`src/rtl/rnd_pkg.sv`:
```
package rnd_pkg;
  localparam int RND_TRUNC    = 0;
  localparam int RND_HALF_UP  = 1;
  localparam int RND_AWAY     = 2;
  localparam int RND_EVEN     = 3;
endpackage

```
`src/rtl/rnd_frac_classify.sv`:
```
// Classifies the discarded fraction: exactly one half, or strictly above half.
module rnd_frac_classify #(
  parameter int DROP = 4
) (
  input  logic [DROP-1:0] tail,
  output logic            is_half,
  output logic            is_above
);
  generate
    if (DROP == 1) begin : g_single
      assign is_half  = tail[0];
      assign is_above = 1'b0;
    end else begin : g_multi
      logic rest_nz;
      assign rest_nz  = |tail[DROP-2:0];
      assign is_half  = tail[DROP-1] & ~rest_nz;
      assign is_above = tail[DROP-1] &  rest_nz;
    end
  endgenerate
endmodule

```
`src/rtl/rnd_bump_select.sv`:
```
// Decides whether the kept field is incremented, per build-time mode.
module rnd_bump_select
  import rnd_pkg::*;
#(
  parameter int MODE = RND_EVEN
) (
  input  logic is_half,
  input  logic is_above,
  input  logic neg,
  input  logic kept_lsb,
  output logic bump
);
  generate
    if (MODE == RND_TRUNC) begin : g_trunc
      logic unused_inputs;
      assign unused_inputs = ^{is_half, is_above, neg, kept_lsb};
      assign bump = 1'b0;
    end else if (MODE == RND_HALF_UP) begin : g_half_up
      logic unused_inputs;
      assign unused_inputs = ^{neg, kept_lsb};
      assign bump = is_half | is_above;
    end else if (MODE == RND_AWAY) begin : g_away
      logic unused_inputs;
      assign unused_inputs = kept_lsb;
      assign bump = is_above | (is_half & ~neg);
    end else begin : g_even
      logic unused_inputs;
      assign unused_inputs = neg;
      assign bump = is_above | (is_half & kept_lsb);
    end
  endgenerate
endmodule

```
`src/rtl/rnd_narrow_stage.sv`:
```
module rnd_narrow_stage
  import rnd_pkg::*;
#(
  parameter int IN_W  = 16,
  parameter int OUT_W = 12,
  parameter int MODE  = RND_EVEN
) (
  input  logic             clk,
  input  logic             rst_n,
  input  logic             ce,
  input  logic [IN_W-1:0]  din,
  input  logic             din_sync,
  output logic [OUT_W-1:0] dout,
  output logic             dout_sync
);
  localparam int DROP = IN_W - OUT_W;

  initial assert (OUT_W < IN_W && MODE >= 0 && MODE <= 3);

  logic [OUT_W-1:0] kept;
  logic             is_half, is_above, bump;
  logic [OUT_W:0]   sum_ext;

  assign kept = din[IN_W-1:DROP];

  rnd_frac_classify #(.DROP(DROP)) u_cls (
    .tail    (din[DROP-1:0]),
    .is_half (is_half),
    .is_above(is_above)
  );

  rnd_bump_select #(.MODE(MODE)) u_bump (
    .is_half (is_half),
    .is_above(is_above),
    .neg     (din[IN_W-1]),
    .kept_lsb(kept[0]),
    .bump    (bump)
  );

  // One extra bit so the carry out of the kept field is well defined; it is dropped (wrap).
  assign sum_ext = {kept[OUT_W-1], kept} + {{OUT_W{1'b0}}, bump};

  always_ff @(posedge clk or negedge rst_n) begin
    if (!rst_n) begin
      dout      <= '0;
      dout_sync <= 1'b0;
    end else if (ce) begin
      dout      <= sum_ext[OUT_W-1:0];
      dout_sync <= din_sync;
    end
  end

  AST_SYNC_DELAY: assert property (@(posedge clk) disable iff (!rst_n)
    ce |=> dout_sync == $past(din_sync));
  AST_HOLD_WHEN_OFF: assert property (@(posedge clk) disable iff (!rst_n)
    !ce |=> $stable(dout) && $stable(dout_sync));
  AST_STEP_RANGE: assert property (@(posedge clk) disable iff (!rst_n)
    ce |=> OUT_W'(dout - $past(kept)) <= OUT_W'(1));

  generate
    if (MODE == RND_TRUNC) begin : g_chk_trunc
      AST_TRUNC_FLOOR: assert property (@(posedge clk) disable iff (!rst_n)
        ce |=> dout == $past(kept));
    end else if (MODE == RND_HALF_UP) begin : g_chk_up
      AST_HALF_UP_INC: assert property (@(posedge clk) disable iff (!rst_n)
        ce && din[DROP-1] |=> dout == OUT_W'($past(kept) + 1'b1));
    end else if (MODE == RND_AWAY) begin : g_chk_away
      AST_AWAY_POS: assert property (@(posedge clk) disable iff (!rst_n)
        ce && is_half && !din[IN_W-1] |=> dout == OUT_W'($past(kept) + 1'b1));
      AST_AWAY_NEG: assert property (@(posedge clk) disable iff (!rst_n)
        ce && is_half && din[IN_W-1] |=> dout == $past(kept));
    end else begin : g_chk_even
      AST_EVEN_LSB: assert property (@(posedge clk) disable iff (!rst_n)
        ce && is_half |=> !dout[0]);
      AST_BELOW_HALF: assert property (@(posedge clk) disable iff (!rst_n)
        ce && !din[DROP-1] |=> dout == $past(kept));
    end
  endgenerate
endmodule

```
`config.mk`:
```
export PLATFORM = sky130hd
export DESIGN_NAME = rnd_narrow_stage
export DESIGN_NICKNAME = d
export VERILOG_FILES = /design/src/rtl/rnd_pkg.sv /design/src/rtl/rnd_frac_classify.sv /design/src/rtl/rnd_bump_select.sv /design/src/rtl/rnd_narrow_stage.sv
export SDC_FILE = /design/constraint.sdc
export NUM_CORES = 1
export LEC_CHECK = 0
export ABC_AREA = 0
export BUFFER_PORTS_ARGS = -buffer_cell sky130_fd_sc_hd__buf_4
export CELL_PAD_IN_SITES_DETAIL_PLACEMENT = 2
export CELL_PAD_IN_SITES_GLOBAL_PLACEMENT = 2
export CORE_MARGIN = 2
export CORE_UTILIZATION = 25
export CTS_CLUSTER_SIZE = 16
export DETAILED_ROUTE_END_ITERATION = 6
export PLACE_DENSITY_LB_ADDON = 0.1
export SLEW_MARGIN = 20
export SYNTH_ARGS = -nofsm -noshare
export SYNTH_HDL_FRONTEND = slang
export SYNTH_SLANG_ARGS = --single-unit
```
`constraint.sdc`:
```
create_clock -name clk -period 0.9 [get_ports clk]
set_clock_uncertainty 0.05 [all_clocks]
set_input_delay 0.27 -clock clk [delete_from_list [all_inputs] [get_ports clk]]
set_output_delay 0.27 -clock clk [all_outputs]
set_load 0.01 [all_outputs]
```
# After elaboration in Yosys (flattened, before gate mapping)
# Cells that the tools add are included.
# word_totals
input_bits	20
word_cells	9
register_bits	13
output_inout_bits	13
# classes
n_reduce_logical	1
bitwise_logic	5
add_sub_neg	1
# op_table
cell	count
12-bit by 2-bit adder with 12-bit output	1
1-bit bitwise AND	3
3-bit OR reduction	1
1-bit NOT	1
1-bit OR	1

# Longest topological paths before layout
# Gate-level depths: netlist of the first run.
# depth
depth_word	6
mapped_depth	5
mapped_depth_nobuf	5

# Modules after synthesis
# From an unflattened synthesis of the first run, not the netlist that was laid out.
# unflattened
cells_unflattened	69
area_unflattened_um2	705.7
# by_module_without_submodules
module	area_per_inst_um2	seq_area_each_um2	n_inst	cells_each
rnd_narrow_stage	674.4	325.3	1	66
rnd_frac_classify	23.8	0.0	1	2
rnd_bump_select	7.5	0.0	1	1

# Least setup slack after synthesis of the first run
# No wires, ideal clock.
# synth_timing
kind	input port to flip-flop
start	input port din[4]
end	register dout[10]
path_stages	5
path_slack_ns	-0.488
t_arrival_ns	1.256
path_buffers	0
t_required_ns	0.768
path_cell_list	and2_1 > ha_1 > nand2_1 > or4_1 > a31oi_1
# synth_between
elab_chain_cells	3
# synth_lines
item	line	text
start: declaration	rnd_narrow_stage.sv:11	input logic [IN_W-1:0] din,
1-bit bitwise AND	rnd_bump_select.sv:29	assign bump = is_above | (is_half & kept_lsb);
1-bit OR	rnd_bump_select.sv:29	
12-bit by 2-bit adder with 12-bit output (*)	rnd_narrow_stage.sv:41	assign sum_ext = {kept[OUT_W-1], kept} + {{OUT_W{1'b0}}, bump};
end signal: assignment	rnd_narrow_stage.sv:48	dout <= sum_ext[OUT_W-1:0];
end: declaration	rnd_narrow_stage.sv:13	output logic [OUT_W-1:0] dout,
# Mark *: on every way between the ends. The rest lies on a longest branch, timed or not.
# A chain may end at the register's enable or synchronous reset.

# Final worst setup path of the first run
# layout_timing
start	input port din[3]
end	register dout[10]
# layout_between
elab_chain_cells	4
word_cells_on_any_way	5
cone_classes	add/sub: 1; bitwise: 4
# layout_lines
item	line	text
1-bit bitwise AND	rnd_frac_classify.sv:16	assign is_half = tail[DROP-1] & ~rest_nz;
1-bit bitwise AND	rnd_bump_select.sv:29	
1-bit OR (*)	rnd_bump_select.sv:29	
12-bit by 2-bit adder with 12-bit output (*)	rnd_narrow_stage.sv:41	
# Marks and branches as above.

==> results.md, run 1 <==
- Number of nets in the layout: ~160
- Sw frac: between 30% and 40%
- Top area cells in the synthesized netlist: dfrtp_1 46%, a31oi_1 6.2%, nand4_4 6.0%, nor2_1 5.9%, o31ai_1 4.3%
- Power density over the cells: 1150 nW/um^2
- Least-Margin Pin Slew: roughly 300 ps
- GRT Overall Usage: between 20% and 30%
- Clock power share: 22.8%
- Post-DP HPWL: 1.95 mm
- Max-cap violations: 0
- Syn avg cell area: 9.67 um^2
- Run status: complete, but fails checks
- Dpl ws: -678 ps
- Worst Path Max Fanout: 3
- Final worst-path cycle share: 133%
- Vias: between 800 and 900
- Hold Crit Class: input pin to register
- Layout area overhead: 112%
- First-iteration detailed-routing DRC count: 19
- Die ar.: about 3300 um^2
- First drt pass iteration count: 4
- Net Sw Power: approximately 0.54 mW
- Worst-Skew Late Latency: approximately 280 ps
- FMAX: 0.837 GHz
- Cell area after synthesis: just over 700 um^2
- FP Rows: 19
- YS warnings: 0
- CP endpoint kind: register
- Final wirelength: 3.43 mm
- # setup viols final: 25
- Max-slew violations: 0
- Startpoint Class: input pin
- IO Port Bufs: 32
- TNS Setup: -4860 ps
- DP Cell Count: ~150
- Clock-pin slew on the worst setup and hold paths: 90 ps
- First-pass GRT wire length: about 5 mm
- Post-DRT Antenna Nets: 0
- Leak: roughly 0.65 nW
- CTS max path bufs: 2
- Residual DRC: 0
- Stages on the worst setup path: 6
- Diode count: 0
- CP Class: input pin to register
- Commonest non-fill, non-tap cell in the layout: buf_4
- Critical path cell sequence: buf_6, and2_4, ha_4, nand2_4, or4_4, a31oi_4
- Initial antenna violation count: 0
- CP peak stage delay: approximately 500 ps
- Final hold violations: 0
- Area leader, netlist: dfrtp_1
- Syn Inst Count: between 70 and 80
- Critical path buffer and inverter count: 1
- I/O pin total: 33
- Sinks on Clock Net: 13
- Placer Congestion: ~0.70
- Placed inst area: 1160 um^2
- Failing checks: negative setup slack
- # H-tree levels: 1
- Total power: between 1.5 and 2 mW
- Unrepaired setup endpoints after global routing: true
- Post-synthesis sequential area ratio: a little under half
- Fin util: a little under three fifths
- Non-filler cells, final: about 170
- Hold Path Stages: 2
- Share of the synthesized area in the top cell type: a little under half
- Max VDD drop: 642 uV
- CTS Root Cell: clkbuf_4
- FF+latch count, synth: 13
- CTS tree: yes
- Synth Net Count: 94
- Most frequent cells in the layout: 43 x buf_4, 19 x buf_6, 13 x dfrtp_1, 10 x nor2_1, 5 x a31oi_1
- Crit path arrival time: about 1400 ps
- Die Ht: between 50 and 60 um
- Initial Utilization: a little over a quarter
- Vias in the first global route: roughly 970
- Number of fill cells: about 280
- Reg2Reg Depth: 4
- PnR worst setup slack: -295 ps
- Via/cell ratio: 5.03
- GR Overflow Total: 0
- Post-synth cell types: 21
- Required time of the critical path: roughly 1100 ps
- WL/cell: 20.0 um
- Logic pwr share: a little under two fifths
- Hold Slack: around 180 ps
- Die W: between 50 and 60 um
- Delay-heaviest family, CP: simple AND/OR/NAND/NOR gates
- Slowest-stage cell, CP: or4_4
- Post-route cell area: 1500 um^2
- Minimum clock period: between 1000 and 1500 ps
- Share of layout cells above drive strength 1: ~65%
- Cell-internal power: 1.19 mW
- Largest net degree at the start of global routing: 14
- Flop pwr share: ~40%
- Relative slew slack: 80.4%
- CORE AREA: around 2700 um^2
- Cts bufs inserted: 3
## area by class of cell
cell class	count	area (um^2)	share of cell area (%)
repair buffers	66	602	40.2
inverters	1	3.75	0.250
well taps	31	38.8	2.59
clock buffers	4	26.3	1.75
flip-flops and latches	13	325	21.7
multi-input cells	57	503	33.6
## final timing paths
check                           slack [ps]      from   endpoint
worst min-delay path                   180  din_sync  dout_sync
worst max register to register        -110   dout[7]    dout[7]
min in group asynchronous              310     rst_n    dout[0]
worst max-delay path                  -300    din[3]   dout[10]
max in group asynchronous              320     rst_n    dout[2]
worst min register to register         530   dout[6]    dout[6]
## worst register-to-register path, stage by stage (launching register included)
cell and delay, ps:
dfrtp_1 400, buf_4 130, buf_4 120, nor2_1 140, a31oi_1 60
## flip-flops by register name, summed over array words and instances (netlist names)
register and flops:
dout_sync 1, dout 12
## cell usage after synthesis (all sizes together)
library cell and instances:
a21oi 5, a31oi 7, and2 1, clkbuf 3, dfrtp 13, ha 1
inv 1, mux2 2, nand2 4, nand3 2, nand4 3, nor2 11
nor2b 2, o21ai 3, o31ai 4, or3 4, or4 4, xnor2 1
xor2 2
## layer usage
layer / wire length [um] / vias to the layer above / GRT usage, % / part of all wire (%)
met3: 85 / 2 / 3.85 / 2.5
met5: 0 / - / 0 / 0
met1: 1370 / 441 / 22.8 / 40
met2: 1960 / 16 / 38.6 / 57
li1: - / 406 / - / -
met4: 19 / 0 / 8.64 / 0.55
## power by group through the flow
stage          Combinational [mW]  Sequential (mW)  Clock, mW
4_1_cts                     0.555            0.687      0.403
2_1_floorplan               0.123            0.713          0
6_report                    0.642            0.690      0.394
5_1_grt                     0.685            0.695      0.433
3_5_place_dp                0.445            0.690          0
3_3_place_gp                0.424            0.686          0
## logic make-up after synthesis
logic type      Yosys count  share of synthesized area [%]
compound gates           19                           16.1
xor+xnor                  3                           3.72
fa+ha+maj                 1                           1.77
buf+inv                   4                           2.13
flops                    13                           46.1
mux                       2                           3.19
simple gates             31                           27.0
## what timing repair did
item,in CTS,in global routing
gates resized for setup,25,12
pin swaps,13,11
setup buffers,10,6
endpoints found under the hold margin,13,0
gates cloned,0,1
hold buffers,1,0
endpoints found under the setup margin,22,25
Note: power is estimated with default switching activity, not from simulation.
==> run 2: changes to the inputs <==
- SYNTH_HIERARCHICAL: not set -> 1
==> run 2 against run 1 <==
  * The run still ends with negative setup slack left
  * Cell count is 4.1% lower
  * Clock power is 1% higher
  * Power is 1.3% lower
==> results.md, run 2 <==
- Cts bufs inserted: 3 (unchanged)
- Clock power share: 23.4% (+0.6 points)
- CORE AREA: 2710 um^2 (unchanged)
- Commonest non-fill, non-tap cell in the layout: buf_4
- Die Ht: 57.1 um (unchanged)
- Synth Net Count: 92 (-2.1%)
- Vias in the first global route: 838 (-14%)
- Post-synthesis sequential area ratio: 46.1% (unchanged)
- Sinks on Clock Net: 13 (unchanged)
- Max reg flops: 12 (unchanged)
- First drt pass iteration count: 3 (-1)
- Sw frac: 30.5% (-0.56 points)
- Count leader, synth: dfrtp_1
- Logic pwr share: 36.0% (-1.2 points)
- Clock-pin slew on the worst setup and hold paths: 90 ps (about the same)
- Minimum clock period: 1690 ps (+495 ps)
- DP Cell Count: 145 (-4.0%)
- Most frequent cells in the layout: 41 x buf_4, 20 x buf_6, 13 x dfrtp_1, 10 x nor2_1, 9 x a21oi_1
- CP endpoint kind: register
- CP Class: input pin to register
- Non-filler cells, final: 165 (-4.1%)
- Post-DRT Antenna Nets: 0 (unchanged)
- Hold Crit Class: input pin to register
- FP Rows: 19 (unchanged)
- FF+latch count, synth: 13 (unchanged)
- Hold Path Stages: 2 (unchanged)
- R2R Path Start: dout[5]
- HP Start: din_sync
- Number of nets in the layout: 158 (-3.1%)
- Top area cells in the synthesized netlist: dfrtp_1 46%, a21oi_1 7.1%, xnor2_1 6.2%, xor2_1 6.2%, nor2_1 5.9%
- Die W: 57.1 um (unchanged)
- Flop2flop setup slack: 30 ps (+140 ps)
- TNS Setup: -10,970 ps (-6110 ps)
- I/O pin total: 33 (unchanged)
- Flop pwr share: 40.6% (+0.6 points)
- Share of layout cells above drive strength 1: 62.7% (-1.9 points)
- First-iteration detailed-routing DRC count: 14 (-5)
- EDFF count, synth: 0 (unchanged)
- Max VDD drop: 919 uV (+43%)
- Net Sw Power: 0.519 mW (-3.1%)
- Relative slew slack: 86.6% (+6.2 points)
- Diode count: 0 (unchanged)
- Unrepaired setup endpoints after global routing: true
- Commonest cells in the netlist: 13 x dfrtp_1, 11 x nor2_1, 10 x a21oi_1
- Leak: 0.665 nW (+2.1%)
- Crit Reg-Reg Endpoint: dout[5]
- IO Port Bufs: 32 (unchanged)
- GR Overflow Total: 0 (unchanged)
- Largest net degree at the start of global routing: 15 (+1)
- CTS Root Cell: clkbuf_4
- Final worst-path cycle share: 188% (+55 points)
- Post-DP HPWL: 1.63 mm (-17%)
- Crit path arrival time: 1830 ps (+480 ps)
- Layout area overhead: 105%
- Failing checks: negative setup slack
- CTS tree: yes
- Worst Path Max Fanout: 3 (unchanged)
- Cell-internal power: 1.19 mW (-0.48%)
- Regs by FF count: dout x12, dout_sync x1
- Syn avg cell area: 10.2 um^2 (+5.8%)
- Vias: 782 (-9.6%)
- Startpoint Class: input pin
- Power density over the cells: 1180 nW/um^2 (+2.0%)
- Placer Congestion: 0.816 (+17%)
- Total power: 1.70 mW (-1.3%)
- Final wirelength: 2.87 mm (-16%)
- WL/cell: 17.4 um (-13%)
- Final hold violations: 0 (unchanged)
- Residual DRC: 0 (unchanged)
- GRT Overall Usage: 16.5% (-4.2 points)
- First-pass GRT wire length: 3.95 mm (-21%)
- CP peak stage delay: 300 ps (-200 ps)
- Fin util: 53.5% (-1.8 points)
- Most used DFF post-synth: dfrtp_1
- Required time of the critical path: 1040 ps (-20 ps)
- Initial Utilization: 26.0% (unchanged)
- Initial antenna violation count: 0 (unchanged)
- Max-slew violations: 0 (unchanged)
- Worst-Skew Late Latency: 300 ps (+20 ps)
- Least-Margin Pin Slew: 199 ps (-92.9 ps)
- Via/cell ratio: 4.74 (-5.8%)
- Area leader, netlist: dfrtp_1
- Async set or reset register ratio after synthesis: 100% (unchanged)
- Die ar.: 3260 um^2 (unchanged)
- Slowest-stage cell, CP: o31a_1
- Top reg by flops: dout
- FMAX: 0.592 GHz (-29%)
- Max-cap violations: 0 (unchanged)
- Share of the synthesized area in the top cell type: 46.1% (unchanged)
- Reg2Reg Depth: 3 (-1)
- Syn Inst Count: 69 (-5.5%)
- Hold path endpoint: dout_sync
- Critical path cell sequence: buf_6, o31a_1, a21o_1, buf_6, ha_4, ha_4, and4_4, nand2_1, xor2_1, a21oi_1
- # H-tree levels: 1 (unchanged)
- Cell area after synthesis: 706 um^2 (unchanged)
- Run status: complete, but fails checks
- Post-synth cell types: 20 (-4.8%)
- CTS max path bufs: 2 (unchanged)
- PnR worst setup slack: -790 ps (-495 ps)
- # setup viols final: 25 (unchanged)
- YS warnings: 6 (+6)
[run 2: cell types whose count changed in the layout (fill, tap and decap cells not counted), sizes merged, moves of 3 or more]
cell	previous run	this run
o21ai	3	0
xnor2	1	5
a31oi	7	0
buf	65	62
or4	4	0
o31ai	4	0
a21oi	5	10
xor2	2	5
or3	4	0
[run 2: worst max-delay path by stage]
stage,depth (start not counted),start,slack [ps],end
6_report,10,din[2],-790,dout[6]
3_3_place_gp,9,din[1],-980,dout[10]
5_1_grt,10,din[2],-820,dout[6]
3_5_place_dp,9,din[1],-1000,dout[10]
4_1_cts,10,din[2],-730,dout[10]
2_1_floorplan,8,din[1],-780,dout[10]
[run 2: cell type report]
type / count / area [um^2]
clock buffers: 4 / 26.3
fillers: 287 / 1260
multi-input cells: 54 / 497
flip-flops and latches: 13 / 325
well taps: 31 / 38.8
repair buffers: 63 / 563
[run 2: cell families (layout without fill, tap and decap cells)]
family | after synthesis | after routing | share of synthesized area (%)
simple gates | 26 | 26 | 20.9
flops | 13 | 13 | 46.1
compound gates | 12 | 12 | 9.40
xor+xnor | 10 | 10 | 12.4
fa+ha+maj | 3 | 3 | 5.32
mux | 3 | 3 | 4.79
buf+inv | 2 | 67 | 1.06
[run 2: per-layer routing]
layer | track usage [%] | up-vias | wire length, um
met1 | 17.5 | 391 | 1050
met3 | 5.44 | 3 | 111
met5 | 0 | - | 0
li1 | - | 370 | -
met4 | 4.98 | 0 | 28
met2 | 30.7 | 18 | 1680
[run 2: power by group through the flow]
stage | clock [mW] | sequential (mW) | combinational (mW)
floorplan | 0 | 0.720 | 0.124
global route | 0.446 | 0.700 | 0.655
global placement | 0 | 0.689 | 0.433
detailed placement | 0 | 0.693 | 0.444
CTS | 0.413 | 0.692 | 0.553
finish | 0.399 | 0.692 | 0.613
[run 2: timing repair]
action                                  4_1_cts  5_1_grt
endpoints found under the hold margin        13        0
pin swaps                                    21       14
endpoints found under the setup margin       25       25
hold buffers                                  1        0
gates resized for setup                      26        7
setup buffers                                 8        7
[run 2: stage by stage]
stage | cell area [um^2] | hold slack [ps] | setup WS [ps]
after CTS | 1360 | 143 | -734
after global placement | 1140 | 80.7 | -982
after floorplan | 747 | -75.6 | -776
final | 1450 | 150 | -790
after global routing | 1450 | 148 | -818
after detailed placement | 1140 | 80.6 | -1000
[run 2: worst max-delay path, delay by kind of cell]
| kind | cells | cell delay (ps) |
|---|---|---|
| AOI/OAI and AO/OA | 3 | 600 |
| xor gates and xnor gates | 1 | 180 |
| adders and majority gates | 2 | 300 |
| buffers and inverters | 2 | 220 |
| and+or+nand+nor | 2 | 250 |
==> run 3: changes to the inputs <==
- CORE_MARGIN: 2 -> 10
- SETUP_SLACK_MARGIN: not set -> 0.4
==> run 3 against run 2 <==
  * The flow finishes with violations (negative hold slack, negative setup slack)
  * Global-route usage fell by 4.9 points
  * Critical path depth is 1 lower
  * Worst hold slack got worse by 380 ps
  * Fmax is 1.6% lower
  * First-iteration DRC count is 50% lower
  * Power up 0.29%
  * Sequential share of layout area is 0.096 points lower
  * Design area rose by 0.43%
  * Register-to-register slack worse by 210 ps
  * Largest cell class unchanged
==> results.md, run 3 (synthesized netlist as in run 2, its figures left out) <==
- Startpoint Class: input pin
- Final worst-path cycle share: 191% (+3.1 points)
- Residual DRC: 0 (unchanged)
- Clock-pin slew on the worst setup and hold paths: 90 ps (about the same)
- Max VDD drop: 686 uV (-25%)
- Net Sw Power: 0.516 mW (-0.61%)
- Least-Margin Pin Slew: 205 ps (+6.00 ps)
- # setup viols final: 25 (unchanged)
- Initial antenna violation count: 0 (unchanged)
- Dpl ws: -1060 ps (-55.8 ps)
- Required time of the critical path: 1040 ps (about the same)
- Regs by FF count: dout x12, dout_sync x1
- FMAX: 0.582 GHz (-1.6%)
- CP dominant cell by count: ha_4
- Die ar.: 5350 um^2 (+64%)
- Vias: 766 (-2.0%)
- Clock power share: 22.6% (-0.8 points)
- Max-cap violations: 0 (unchanged)
- Flop2flop setup slack: -180 ps (-210 ps)
- # H-tree levels: 1 (unchanged)
- Max-slew violations: 0 (unchanged)
- Hold Slack: -228 ps (-378 ps)
- CTS Root Cell: clkbuf_4
- FP Rows: 19 (unchanged)
- Total power: 1.71 mW (+0.29%)
- Flop pwr share: 40.5% (about the same)
- IO Port Bufs: 32 (unchanged)
- CP endpoint kind: register
- Worst-Skew Late Latency: 280 ps (-20 ps)
- Worst Path Max Fanout: 3 (unchanged)
- GR Overflow Total: 0 (unchanged)
- CTS max path bufs: 2 (unchanged)
- Final hold violations: 13 (+13)
- GRT Overall Usage: 11.6% (-4.9 points)
- Largest net degree at the start of global routing: 14 (-1)
- CP peak stage delay: 250 ps (-50 ps)
- Top reg by flops: dout
- Vias in the first global route: 916 (+9.3%)
- Placed inst area: 1160 um^2 (+1.1%)
- Number of nets in the layout: 155 (-1.9%)
- Final wirelength: 3.18 mm (+11%)
- Commonest non-fill, non-tap cell in the layout: buf_4
- Sinks on Clock Net: 13 (unchanged)
- Via/cell ratio: 4.73 (-0.23%)
- WL/cell: 19.6 um (+13%)
- Logic pwr share: 37.0% (+1.0 points)
- First-iteration detailed-routing DRC count: 7 (-7)
- First-pass GRT wire length: 4.71 mm (+19%)
- CTS tree: yes
- Post-DP HPWL: 1.99 mm (+22%)
- Hold Crit Class: input pin to async pin
- Most frequent cells in the layout: 39 x buf_4, 17 x buf_6, 13 x dfrtp_1, 10 x nor2_1, 9 x a21oi_1
- Delay-heaviest family, CP: simple AND/OR/NAND/NOR gates
- Die Ht: 73.1 um (+28%)
- Run status: complete, but fails checks
- Unrepaired setup endpoints after global routing: true
- CORE AREA: 2730 um^2 (+0.88%)
- Critical path buffer and inverter count: 1 (-1)
- First drt pass iteration count: 2 (-1)
- Cts bufs inserted: 3 (unchanged)
- Max reg flops: 12 (unchanged)
- Failing checks: negative hold slack, negative setup slack
- Diode count: 0 (unchanged)
- Relative slew slack: 86.2% (-0.40 points)
- Die W: 73.1 um (+28%)
- Share of layout cells above drive strength 1: 63.4% (+0.67 points)
- Slowest-stage cell, CP: nor4b_4
- Power density over the cells: 1170 nW/um^2 (-0.14%)
- CP Class: input pin to register
- Initial Utilization: 25.8% (-0.23 points)
- Cell-internal power: 1.19 mW (+0.68%)
- Placer Congestion: 0.757 (-7.2%)
- Post-route cell area: 1460 um^2 (+0.43%)
- PnR worst setup slack: -818 ps (-28.2 ps)
- Minimum clock period: 1720 ps (+28.2 ps)
- Post-DRT Antenna Nets: 0 (unchanged)
- Layout area overhead: 106%
- Sw frac: 30.2% (-0.27 points)
- Crit path arrival time: 1860 ps (+30 ps)
- I/O pin total: 33 (unchanged)
- Critical path cell sequence: buf_8, nor4b_4, a21o_1, ha_4, ha_4, and4_4, nand4_1, xor2_1, a21oi_1
- Leak: 0.664 nW (-0.22%)
-- run 3: changes by cell type in the layout (fill, tap and decap cells not counted), moves of 2 or more --
cell    delta
xor2_2     +2
buf_4      -2
xor2_1     -2
buf_12     +2
buf_6      -3
-- run 3: per-stage QoR --
stage | util [%] | TNS (ps) | std cells
after floorplan | - | -7440 | 69
after global placement | 42.3 | -10130 | 145
after detailed placement | 42.3 | -10500 | 145
after CTS | 50.8 | -10140 | 159
after global routing | 53.3 | -12090 | 162
final | 53.3 | -10830 | 162
-- run 3: layer usage --
layer	global-route usage [%]	routed length (um)	part of all wire (%)
met1	13.0	1280	40
met2	20.2	1710	54
met3	3.27	176	5.5
met4	3.80	16	0.50
met5	0	0	0
-- run 3: repair_timing --
action	CTS	global route
resized for setup	26	7
hold endpoints to repair	13	13
pin swaps	23	12
setup buffers	10	3
setup endpoints to repair	26	26
-- run 3: worst register-to-register path, cell delays in order, from the launching register on --
cell     delay, ps
dfrtp_1        400
buf_4          140
buf_4          120
mux2_4         260
-- run 3: layout make-up --
class	instances	area (um^2)
tap	31	38.8
multi-input combinational	54	507
sequential	13	325
clock buffer	4	26.3
fill	277	1280
timing repair buffer	60	559
-- run 3: path summary, 6_finish.rpt --
check	start	to	cells past startpoint
max	din[2]	dout[10]	9
min	rst_n	dout[2]	1
max reg2reg	dout[1]	dout[1]	3
max in group asynchronous	rst_n	dout[5]	1
min in group clk	din_sync	dout_sync	2
min reg2reg	dout_sync	dout_sync	1
-- run 3: power groups by stage --
stage	clock (mW)	combinational, mW	sequential (mW)
finish	0.386	0.632	0.692
global placement	0	0.447	0.690
CTS	0.411	0.578	0.692
detailed placement	0	0.458	0.695
global route	0.440	0.683	0.700
floorplan	0	0.124	0.720
